$ cat config.mk
export PLATFORM = sky130hd
export DESIGN_NAME = mi_bist_engine
export DESIGN_NICKNAME = d
export VERILOG_FILES = /design/src/rtl/mi_bist_pkg.sv /design/src/rtl/mi_addr_gen.sv /design/src/rtl/mi_word_seq.sv /design/src/rtl/mi_resp_check.sv /design/src/rtl/mi_bist_engine.sv
export SDC_FILE = /design/constraint.sdc
export NUM_CORES = 1
export LEC_CHECK = 0
export BUFFER_PORTS_ARGS = -buffer_cell sky130_fd_sc_hd__buf_2
export CELL_PAD_IN_SITES_DETAIL_PLACEMENT = 1
export CELL_PAD_IN_SITES_GLOBAL_PLACEMENT = 2
export CORE_MARGIN = 3
export CORE_UTILIZATION = 39
export DETAILED_ROUTE_END_ITERATION = 10
export PLACE_DENSITY_LB_ADDON = 0.1
export SLEW_MARGIN = 10
export SYNTH_ARGS = -nofsm -noshare
export SYNTH_HDL_FRONTEND = slang
export SYNTH_SLANG_ARGS = --single-unit
$ cat constraint.sdc
create_clock -name clk -period 4.5 [get_ports clk]
set_clock_uncertainty 0.2 [all_clocks]
set_input_delay 0.9 -clock clk [delete_from_list [all_inputs] [get_ports clk]]
set_output_delay 0.9 -clock clk [all_outputs]
set_load 0.01 [all_outputs]
$ cat src/rtl/mi_bist_pkg.sv
package mi_bist_pkg;
  typedef enum logic [2:0] {
    ST_IDLE, ST_FILL, ST_UP, ST_DOWN, ST_DRAIN, ST_DONE
  } mi_state_t;
endpackage

$ cat src/rtl/mi_addr_gen.sv
module mi_addr_gen #(
  parameter int ADDR_W = 4,
  parameter int REP_W  = 2
) (
  input  logic              clk,
  input  logic              rst_n,
  input  logic              load_lo,
  input  logic              load_hi,
  input  logic              inc,
  input  logic              dec,
  input  logic              rep_clr,
  input  logic              rep_inc,
  output logic [ADDR_W-1:0] addr,
  output logic              at_hi,
  output logic              at_lo,
  output logic              rep_last
);
  logic [ADDR_W-1:0]   cnt;
  logic [REP_W-1:0]    rep;
  logic [2*ADDR_W-1:0] dbl;

  always_ff @(posedge clk or negedge rst_n) begin
    if (!rst_n) begin
      cnt <= '0;
      rep <= '0;
    end else begin
      if (load_lo)      cnt <= '0;
      else if (load_hi) cnt <= '1;
      else if (inc)     cnt <= cnt + 1'b1;
      else if (dec)     cnt <= cnt - 1'b1;
      if (rep_clr)      rep <= '0;
      else if (rep_inc) rep <= rep + 1'b1;
    end
  end

  // rotate left by the repetition index: bit rep acts as the LSB, carry wraps
  always_comb begin
    dbl  = {cnt, cnt} << rep;
    addr = dbl[2*ADDR_W-1:ADDR_W];
  end

  assign at_hi    = (cnt == '1);
  assign at_lo    = (cnt == '0);
  assign rep_last = (int'(rep) == ADDR_W - 1);

  assert_rep_range_R6: assert property (@(posedge clk) disable iff (!rst_n)
    int'(rep) < ADDR_W);
  assert_step_up_R5: assert property (@(posedge clk) disable iff (!rst_n)
    (inc && !load_lo && !load_hi && !rep_inc) |=> (cnt == $past(cnt) + 1'b1));
endmodule

$ cat src/rtl/mi_word_seq.sv
module mi_word_seq #(
  parameter int DATA_W = 4,
  parameter int CNT_W  = 3
) (
  input  logic             clk,
  input  logic             rst_n,
  input  logic             clr,
  input  logic             adv,
  output logic [CNT_W-1:0] flips,
  output logic             is_wr,
  output logic             word_end
);
  assign word_end = !is_wr && (int'(flips) == DATA_W);

  always_ff @(posedge clk or negedge rst_n) begin
    if (!rst_n) begin
      flips <= '0;
      is_wr <= 1'b0;
    end else if (clr) begin
      flips <= '0;
      is_wr <= 1'b0;
    end else if (adv) begin
      if (is_wr) begin
        is_wr <= 1'b0;
        flips <= flips + 1'b1;
      end else if (word_end) begin
        flips <= '0;
      end else begin
        is_wr <= 1'b1;
      end
    end
  end

  assert_flip_range_R3: assert property (@(posedge clk) disable iff (!rst_n)
    int'(flips) <= DATA_W);
  assert_read_after_write_R3: assert property (@(posedge clk) disable iff (!rst_n)
    (is_wr && adv && !clr) |=> !is_wr);
endmodule

$ cat src/rtl/mi_resp_check.sv
module mi_resp_check #(
  parameter int ADDR_W = 4,
  parameter int DATA_W = 4,
  parameter int BIT_W  = 2
) (
  input  logic              clk,
  input  logic              rst_n,
  input  logic              clr,
  input  logic              rd_en,
  input  logic [ADDR_W-1:0] rd_addr,
  input  logic [DATA_W-1:0] rd_exp,
  input  logic [DATA_W-1:0] rd_data,
  output logic              fail,
  output logic [ADDR_W-1:0] fail_addr,
  output logic [BIT_W-1:0]  fail_bit
);
  logic              pend;
  logic [DATA_W-1:0] exp_q, diff;
  logic [ADDR_W-1:0] addr_q;
  logic [BIT_W-1:0]  low;
  logic              mism;

  assign diff = rd_data ^ exp_q;
  assign mism = pend && (diff != '0);

  always_comb begin
    low = '0;
    for (int i = DATA_W - 1; i >= 0; i--)
      if (diff[i]) low = BIT_W'(i);
  end

  always_ff @(posedge clk or negedge rst_n) begin
    if (!rst_n) begin
      pend      <= 1'b0;
      exp_q     <= '0;
      addr_q    <= '0;
      fail      <= 1'b0;
      fail_addr <= '0;
      fail_bit  <= '0;
    end else begin
      pend   <= rd_en;
      exp_q  <= rd_exp;
      addr_q <= rd_addr;
      if (clr) begin
        fail      <= 1'b0;
        fail_addr <= '0;
        fail_bit  <= '0;
      end else if (mism && !fail) begin
        fail      <= 1'b1;
        fail_addr <= addr_q;
        fail_bit  <= low;
      end
    end
  end

  assert_fail_sticky_R8: assert property (@(posedge clk) disable iff (!rst_n)
    (fail && !clr) |=> fail);
  assert_fail_hold_R8: assert property (@(posedge clk) disable iff (!rst_n)
    (fail && !clr) |=> ($stable(fail_addr) && $stable(fail_bit)));
  assert_mismatch_flags_R7: assert property (@(posedge clk) disable iff (!rst_n)
    (mism && !clr) |=> fail);
endmodule

$ cat src/rtl/mi_bist_engine.sv
module mi_bist_engine
  import mi_bist_pkg::*;
#(
  parameter int ADDR_W = 4,
  parameter int DATA_W = 4,
  localparam int BIT_W = (DATA_W > 1) ? $clog2(DATA_W) : 1,
  localparam int CNT_W = $clog2(DATA_W + 1),
  localparam int REP_W = (ADDR_W > 1) ? $clog2(ADDR_W) : 1
) (
  input  logic              clk,
  input  logic              rst_n,
  input  logic              start,
  output logic [ADDR_W-1:0] mem_addr,
  output logic [DATA_W-1:0] mem_wdata,
  output logic              mem_we,
  output logic              mem_re,
  input  logic [DATA_W-1:0] mem_rdata,
  output logic              done,
  output logic              fail,
  output logic [ADDR_W-1:0] fail_addr,
  output logic [BIT_W-1:0]  fail_bit
);
  mi_state_t state, nxt;

  logic load_lo, load_hi, inc, dec, rep_clr, rep_inc;
  logic at_hi, at_lo, rep_last;
  logic ws_clr, ws_adv, is_wr, word_end, chk_clr;
  logic [CNT_W-1:0]  flips;
  logic [DATA_W-1:0] exp_word;

  function automatic logic [DATA_W-1:0] low_ones(input int n);
    logic [DATA_W-1:0] m;
    for (int i = 0; i < DATA_W; i++) m[i] = (i < n);
    return m;
  endfunction

  mi_addr_gen #(.ADDR_W(ADDR_W), .REP_W(REP_W)) u_addr (
    .clk(clk), .rst_n(rst_n), .load_lo(load_lo), .load_hi(load_hi),
    .inc(inc), .dec(dec), .rep_clr(rep_clr), .rep_inc(rep_inc),
    .addr(mem_addr), .at_hi(at_hi), .at_lo(at_lo), .rep_last(rep_last)
  );

  mi_word_seq #(.DATA_W(DATA_W), .CNT_W(CNT_W)) u_word (
    .clk(clk), .rst_n(rst_n), .clr(ws_clr), .adv(ws_adv),
    .flips(flips), .is_wr(is_wr), .word_end(word_end)
  );

  mi_resp_check #(.ADDR_W(ADDR_W), .DATA_W(DATA_W), .BIT_W(BIT_W)) u_chk (
    .clk(clk), .rst_n(rst_n), .clr(chk_clr), .rd_en(mem_re),
    .rd_addr(mem_addr), .rd_exp(exp_word), .rd_data(mem_rdata),
    .fail(fail), .fail_addr(fail_addr), .fail_bit(fail_bit)
  );

  always_ff @(posedge clk or negedge rst_n) begin
    if (!rst_n) state <= ST_IDLE;
    else        state <= nxt;
  end

  always_comb begin
    nxt       = state;
    mem_we    = 1'b0;
    mem_re    = 1'b0;
    mem_wdata = '0;
    exp_word  = '0;
    load_lo   = 1'b0;
    load_hi   = 1'b0;
    inc       = 1'b0;
    dec       = 1'b0;
    rep_clr   = 1'b0;
    rep_inc   = 1'b0;
    ws_clr    = 1'b0;
    ws_adv    = 1'b0;
    chk_clr   = 1'b0;
    case (state)
      ST_IDLE, ST_DONE: begin
        if (start) begin
          nxt     = ST_FILL;
          load_lo = 1'b1;
          rep_clr = 1'b1;
          ws_clr  = 1'b1;
          chk_clr = 1'b1;
        end
      end
      ST_FILL: begin
        mem_we = 1'b1;
        if (at_hi) begin
          nxt     = ST_UP;
          load_lo = 1'b1;
        end else begin
          inc = 1'b1;
        end
      end
      ST_UP: begin
        ws_adv = 1'b1;
        if (is_wr) begin
          mem_we    = 1'b1;
          mem_wdata = low_ones(int'(flips) + 1);
        end else begin
          mem_re   = 1'b1;
          exp_word = low_ones(int'(flips));
        end
        if (word_end) begin
          if (at_hi) begin
            nxt     = ST_DOWN;
            load_hi = 1'b1;
          end else begin
            inc = 1'b1;
          end
        end
      end
      ST_DOWN: begin
        ws_adv = 1'b1;
        if (is_wr) begin
          mem_we    = 1'b1;
          mem_wdata = ~low_ones(int'(flips) + 1);
        end else begin
          mem_re   = 1'b1;
          exp_word = ~low_ones(int'(flips));
        end
        if (word_end) begin
          if (at_lo) begin
            if (rep_last) begin
              nxt = ST_DRAIN;
            end else begin
              nxt     = ST_UP;
              rep_inc = 1'b1;
              load_lo = 1'b1;
            end
          end else begin
            dec = 1'b1;
          end
        end
      end
      ST_DRAIN: nxt = ST_DONE;
      default:  nxt = ST_IDLE;
    endcase
  end

  assign done = (state == ST_DONE);

  assert_rw_exclusive_R3: assert property (@(posedge clk) disable iff (!rst_n)
    !(mem_we && mem_re));
  assert_done_quiet_R6: assert property (@(posedge clk) disable iff (!rst_n)
    done |-> (!mem_we && !mem_re));
  assert_start_ignored_R10: assert property (@(posedge clk) disable iff (!rst_n)
    (state == ST_UP || state == ST_DOWN) |=> (state != ST_FILL));
  assert_done_holds_R6: assert property (@(posedge clk) disable iff (!rst_n)
    (done && !start) |=> done);
endmodule

* Word-level counts from Yosys, hierarchy flattened *
Cells that the tools add are included.

storage, ports and cells
  output and inout port bits = 18
  register bits = 29
  word-level logic and storage cells = 118
  input bits = 7

cells by class
  shift-type cells = 1
  eq/ne operators = 14
  $lt $le $gt $ge = 8
  $add $sub $neg = 5
  reduce and logical (&&, ||, !) cells = 17
  multiplexer cells = 59
  bitwise operators = 3

operators by type and width
  kind                 count
  $mux 4               10
  $mux 3               11
  $mux 1               24
  $mux 2               8
  $pmux 4 s2           2
  $pmux 3 s5           1
  $eq 3x3->1 const B   3
  $lt 1x4->1 const A   2
  $lt 2x4->1 const A   2
  $ne 2x2->1 const B   4
  $not 4->4            2
  $reduce_bool 4->1    2
  $shl 8x2->8          1
  $eq 3x2->1 const B   2
  $lt 1x3->1 const A   2
  $lt 2x3->1 const A   2
  $reduce_and 6->1     1
  $reduce_bool 2->1    3
  $add 3x1->4 const B  1
  $add 4x1->4 const B  1
  $eq 4x4->1 const B   1
  $logic_not 4->1      1
  $ne 2x1->1 const B   2
  $pmux 1 s2           2
  13 further kinds     17

* Logic depth before layout (Yosys ltp) *
  depth after elaboration = 8
  depth in mapped cells = 11
  gate-level depth less buffers = 11

* By module *
A second synthesis with hierarchy kept.

second synthesis, totals
  cells, all modules = 184
  area total of the unflattened synthesis = 1885.6 µm²

modules (own cells, without submodules)
  module          instances  sequential area each (µm²)  area each (µm²)  cells each
  mi_resp_check   1          400.4                       610.6            42
  mi_addr_gen     1          150.1                       511.7            42
  mi_bist_engine  1          75.1                        510.5            73
  mi_word_seq     1          100.1                       252.7            27

* Least setup slack after synthesis *
Ideal clock, no wire load.

  kind = register to register
  from = register u_word.flips[0]
  to = register u_addr.cnt[3]
  period minus slack after synthesis = 2.764 ns
  stages on the path, launching flop included = 12
  data arrival time = 2.445 ns
  data required time = 4.181 ns
  library setup time = 0.119 ns
  setup slack = 1.736 ns
  buffers on the path = 0
  cell sequence = dfrtp_1 -> inv_1 -> ha_1 -> nand4bb_4 -> a2111oi_4 -> inv_1 -> ha_1 -> a21o_1 -> a21oi_1 -> xnor2_1 -> o31a_1 -> o21a_1

on the way
  cells in the longest elaborated chain, start to end = 7
  elaborated cells between the ends (all ways) = 14
  those cells by class = 1 x eq/ne; 11 x mux; 2 x reduce/logical

RTL lines
  element                 RTL line               text
  from (decl)             mi_word_seq.sv:9       output logic [CNT_W-1:0] flips,
  from (signal assigned)  mi_word_seq.sv:25      flips <= flips + 1'b1;
  $eq 3x3->1 (*)          mi_word_seq.sv:13      assign word_end = !is_wr && (int'(flips) == DATA_W);
  $logic_and 1x1->1 (*)   mi_word_seq.sv:13
  $mux 1                  mi_bist_engine.sv:102  if (word_end) begin
  $pmux 1 s2              mi_bist_engine.sv:74   case (state)
  $mux 4                  mi_addr_gen.sv:29      else if (inc) cnt <= cnt + 1'b1;
  $mux 4                  mi_addr_gen.sv:28      else if (load_hi) cnt <= '1;
  $mux 4                  mi_addr_gen.sv:27      if (load_lo) cnt <= '0;
  to (signal assigned)    mi_addr_gen.sv:29
  to (signal assigned)    mi_addr_gen.sv:30      else if (dec) cnt <= cnt - 1'b1;
  to (decl)               mi_addr_gen.sv:18      logic [ADDR_W-1:0] cnt;

Mark *: on every way between the ends. The rest lies on a longest branch, timed or not.
A chain may end at the register's enable or synchronous reset.

* Worst setup path after layout *
  from = register u_word.flips[0]
  to = output mem_wdata[2]

on the way
  cells in the longest elaborated chain, start to end = 5
  elaborated cells between the ends (all ways) = 6
  those cells by class = 1 x add/sub; 1 x order compare; 3 x mux; 1 x bitwise

RTL lines
  element          RTL line                                     text
  $add 3x1->4 (*)  mi_bist_engine.sv:97, mi_bist_engine.sv:115
  $lt 2x4->1 (*)   mi_bist_engine.sv:33                         for (int i = 0; i < DATA_W; i++) m[i] = (i < n);
  $not 4->4        mi_bist_engine.sv:115                        mem_wdata = ~low_ones(int'(flips) + 1);
  $mux 4           mi_bist_engine.sv:113                        if (is_wr) begin
  $pmux 4 s2 (*)   mi_bist_engine.sv:74
  to (decl)        mi_bist_engine.sv:14                         output logic [DATA_W-1:0] mem_wdata,

Marks and branches as above.

==> flow_metrics.tcl <==
set metrics [dict create \
    grt_overflow 0 \
    power_density_nw_per_um2 766 \
    cts_made_buffers 5 \
    r2r_slack_ns 1.45 \
    met1_usage_pct 22.4 \
    relSlewSlack_pct 44.9 \
    drt_iter0_markers 107 \
    fin_crit_sh_pct 69.0 \
    drive_gt1_share_pct 23.0 \
    setup_viol 0 \
    dpl_cell_area_sq_um 1970 \
    wl_per_cell_microns 16.4 \
    drc_errors 0 \
    vdd_ir_drop_max_mv 0.250 \
    worstSetupStartpointType "flop" \
    track_usage_pct 17.1 \
    crit_buf_inv 1 \
    startpoint "u_word.flips[0]$_DFFE_PN0P_" \
    dr.pass1.iters 4 \
    grt_max_degree 30 \
    cts.sinks 29 \
    postCtsSetupRepairBufs 0 \
    nets 218 \
    die_w_microns 74.5 \
    cap_violations 0 \
    ys.flop_type "dfrtp_1" \
    min_path_type "reg2reg" \
    htree_levels 2 \
    core_sq_um 4440 \
    routabilityCongestion 0.792 \
    drtAntennaViolNets 0 \
    fin_tns_setup_ns 0 \
    crit_fanout 8 \
    fillers 517 \
    synthCells 182 \
    p_int_uw 949 \
    wirelength_mm 4.20 \
    fp.dieH_microns 74.5 \
    worstPathRequired_ns 3.40 \
    crit_cells 7 \
    cpMaxStageDelayCell "dfrtp_1" \
    grt_first_pass_wirelength_mm 7.23 \
    num_rows 24 \
    postLayoutCellArea_sq_um 2100 \
    synth-seq-cells 29 \
    status "finished, final reports clean" \
    cpPeakStageDelay_ns 0.46 \
    syn_nets 197 \
    p_leak_uw 0.000966 \
    synth_cell_types 48 \
    final_cell_mix "29 x dfrtp_1, 27 x nor2_1, 24 x buf_2" \
    synth_edf_count 0 \
    antenna_cells 0 \
    critPathKind "reg2out" \
    clk_pin_slew_ns 0.07 \
    ys_async_sr_fraction_pct 100 \
    grt_util_met2_pct 28.3 \
    cts_root_buf "clkbuf_8" \
    timing.critical_path.mode_cell "nor2_1" \
    post_synth.cell_area_avg_sq_um 10.1 \
    critical_path.top_delay_family "compound AO/OA/AOI/OAI gates" \
    finalHoldViolations 0 \
    via_per_inst 5.56 \
    dp_cells 248 \
    seq_area_frac_synth_pct 39.6 \
    fin_crit_ns 3.11 \
    rsz0062_at_grt "false" \
    postCtsHoldBufs 0 \
    clock_latency_ns 0.28 \
    initial_utilization_pct 41.2 \
    p_sw_uw 660 \
    switching_share_pct 41.0 \
    fmax_ghz 0.322 \
    slew_violations 0 \
    timing.rr.start "state[0]$_DFFE_PN0P_" \
    tritoncts "done" \
    dp_hpwl_mm 3.07 \
    clockPowerShare_pct 20.1 \
    die-area_sq_um 5550 \
    power.share.sequential_pct 35.0 \
    syn_to_final_growth_pct 14.8 \
    clock_path_buffers 2 \
    layoutNonFillerInstCount 256 \
    met3_usage_pct 4.59 \
    io_buffers 24 \
    ioPinCount 25 \
    grt_antenna_before_repair 0 \
    layout_commonest_cell "dfrtp_1" \
    tightest_slew_ns 0.826 \
    ys.warnings.count 0 \
    netlist_area_sq_um 1830 \
    end_kind "output port" \
    path_cells "ha_1 > a21boi_0 > a21oi_1 > nor2_1 > xor2_1 > nor2_1 > buf_2" \
    vias 1423 \
    rr_worst_depth 9 \
    busiest_layer "met2" \
    grt_pass1_vias 1464 \
    regToRegEndpoint "u_addr.cnt[3]$_DFFE_PN0P_" \
    cts_resized 0 \
    crit_end "mem_wdata[2]" \
    arrival_ns 2.01 \
    combinationalPowerShare_pct 44.9 \
]
state kept, by name (all words and copies together), names as in the netlist:
signal and flops:
u_addr.rep 2, u_chk.pend 1, u_word.flips 3, u_chk.fail_bit 2, u_chk.addr_q 4, u_chk.fail_addr 4, u_chk.fail 1, u_addr.cnt 4
u_chk.exp_q 4, state 3, u_word.is_wr 1
power groups by stage:
stage          registers (uW)  logic [uW]  clock network [uW]
6_report                  563         723                 323
5_1_grt                   591         818                 341
4_1_cts                   564         737                 328
3_5_place_dp              567         733                   0
3_3_place_gp              554         705                   0
2_1_floorplan             465         616                   0
cells by family (layout without fill, tap and decap cells):
kind of cell / after synthesis / in the layout / share of synthesized area [%]
simple gates: 70 / 70 / 21.1
compound gates: 37 / 37 / 15.6
flops: 29 / 29 / 39.6
xor+xnor: 16 / 16 / 7.66
buf+inv: 16 / 38 / 3.90
fa+ha+maj: 8 / 8 / 5.88
mux: 6 / 6 / 6.29
synth_stat cells (3+ instances only):
cell      instances  area [sq um]
ha_1              7          87.6
inv_1             6          22.5
buf_2             3          15.0
o21ai_0           6          30.0
nand2_1          11          41.3
mux4_2            4          90.1
nor2_1           27           101
a22o_1            5          43.8
a21oi_1          11          55.1
clkbuf_1          4          15.0
dfrtp_1          29           726
xnor2_1           5          43.8
nand3_1           4          20.0
nand2b_1          3          18.8
nor3_1            9          45.0
xor2_1           11          96.3
stage by stage:
step	total power (uW)	hold WS (ns)	worst slack [ns]	util, %
3_3_place_gp	1260	0.262	1.58	44.3
2_1_floorplan	1080	0.249	1.74	-
6_report	1610	0.283	1.39	47.3
5_1_grt	1750	0.297	1.24	47.3
4_1_cts	1630	0.280	1.39	47.3
3_5_place_dp	1300	0.272	1.45	44.3
cell type report:
| cell class | count | area [sq um] | area share, % |
|---|---|---|---|
| multi-input cells | 137 | 1030 | 49.2 |
| flip-flops and latches | 29 | 726 | 34.5 |
| repair buffers | 24 | 120 | 5.72 |
| clock buffers | 5 | 68.8 | 3.28 |
| clock inverters | 3 | 65.1 | 3.10 |
| well taps | 52 | 65.1 | 3.10 |
| inverters | 6 | 22.5 | 1.07 |
metal layers:
metal	routed length, microns	part of all wire (%)	vias to the layer above
met5	0	0	-
met4	15	0.36	0
met3	126	3.0	2
met2	2160	52	15
met1	1890	45	716
li1	-	-	690
how the worst min path moves through the flow:
stage,start,to,slack [ns],cells past startpoint
final,u_chk.addr_q[0]$_DFF_PN0_,u_chk.fail_addr[0]$_DFFE_PN0P_,0.28,1
after global routing,u_chk.addr_q[0]$_DFF_PN0_,u_chk.fail_addr[0]$_DFFE_PN0P_,0.30,1
after CTS,u_chk.addr_q[3]$_DFF_PN0_,u_chk.fail_addr[3]$_DFFE_PN0P_,0.28,1
after detailed placement,u_chk.addr_q[0]$_DFF_PN0_,u_chk.fail_addr[0]$_DFFE_PN0P_,0.27,1
after global placement,u_chk.addr_q[0]$_DFF_PN0_,u_chk.fail_addr[0]$_DFFE_PN0P_,0.26,1
after floorplan,u_chk.addr_q[0]$_DFF_PN0_,u_chk.fail_addr[0]$_DFFE_PN0P_,0.25,1
(Power assumes the default switching activity.)
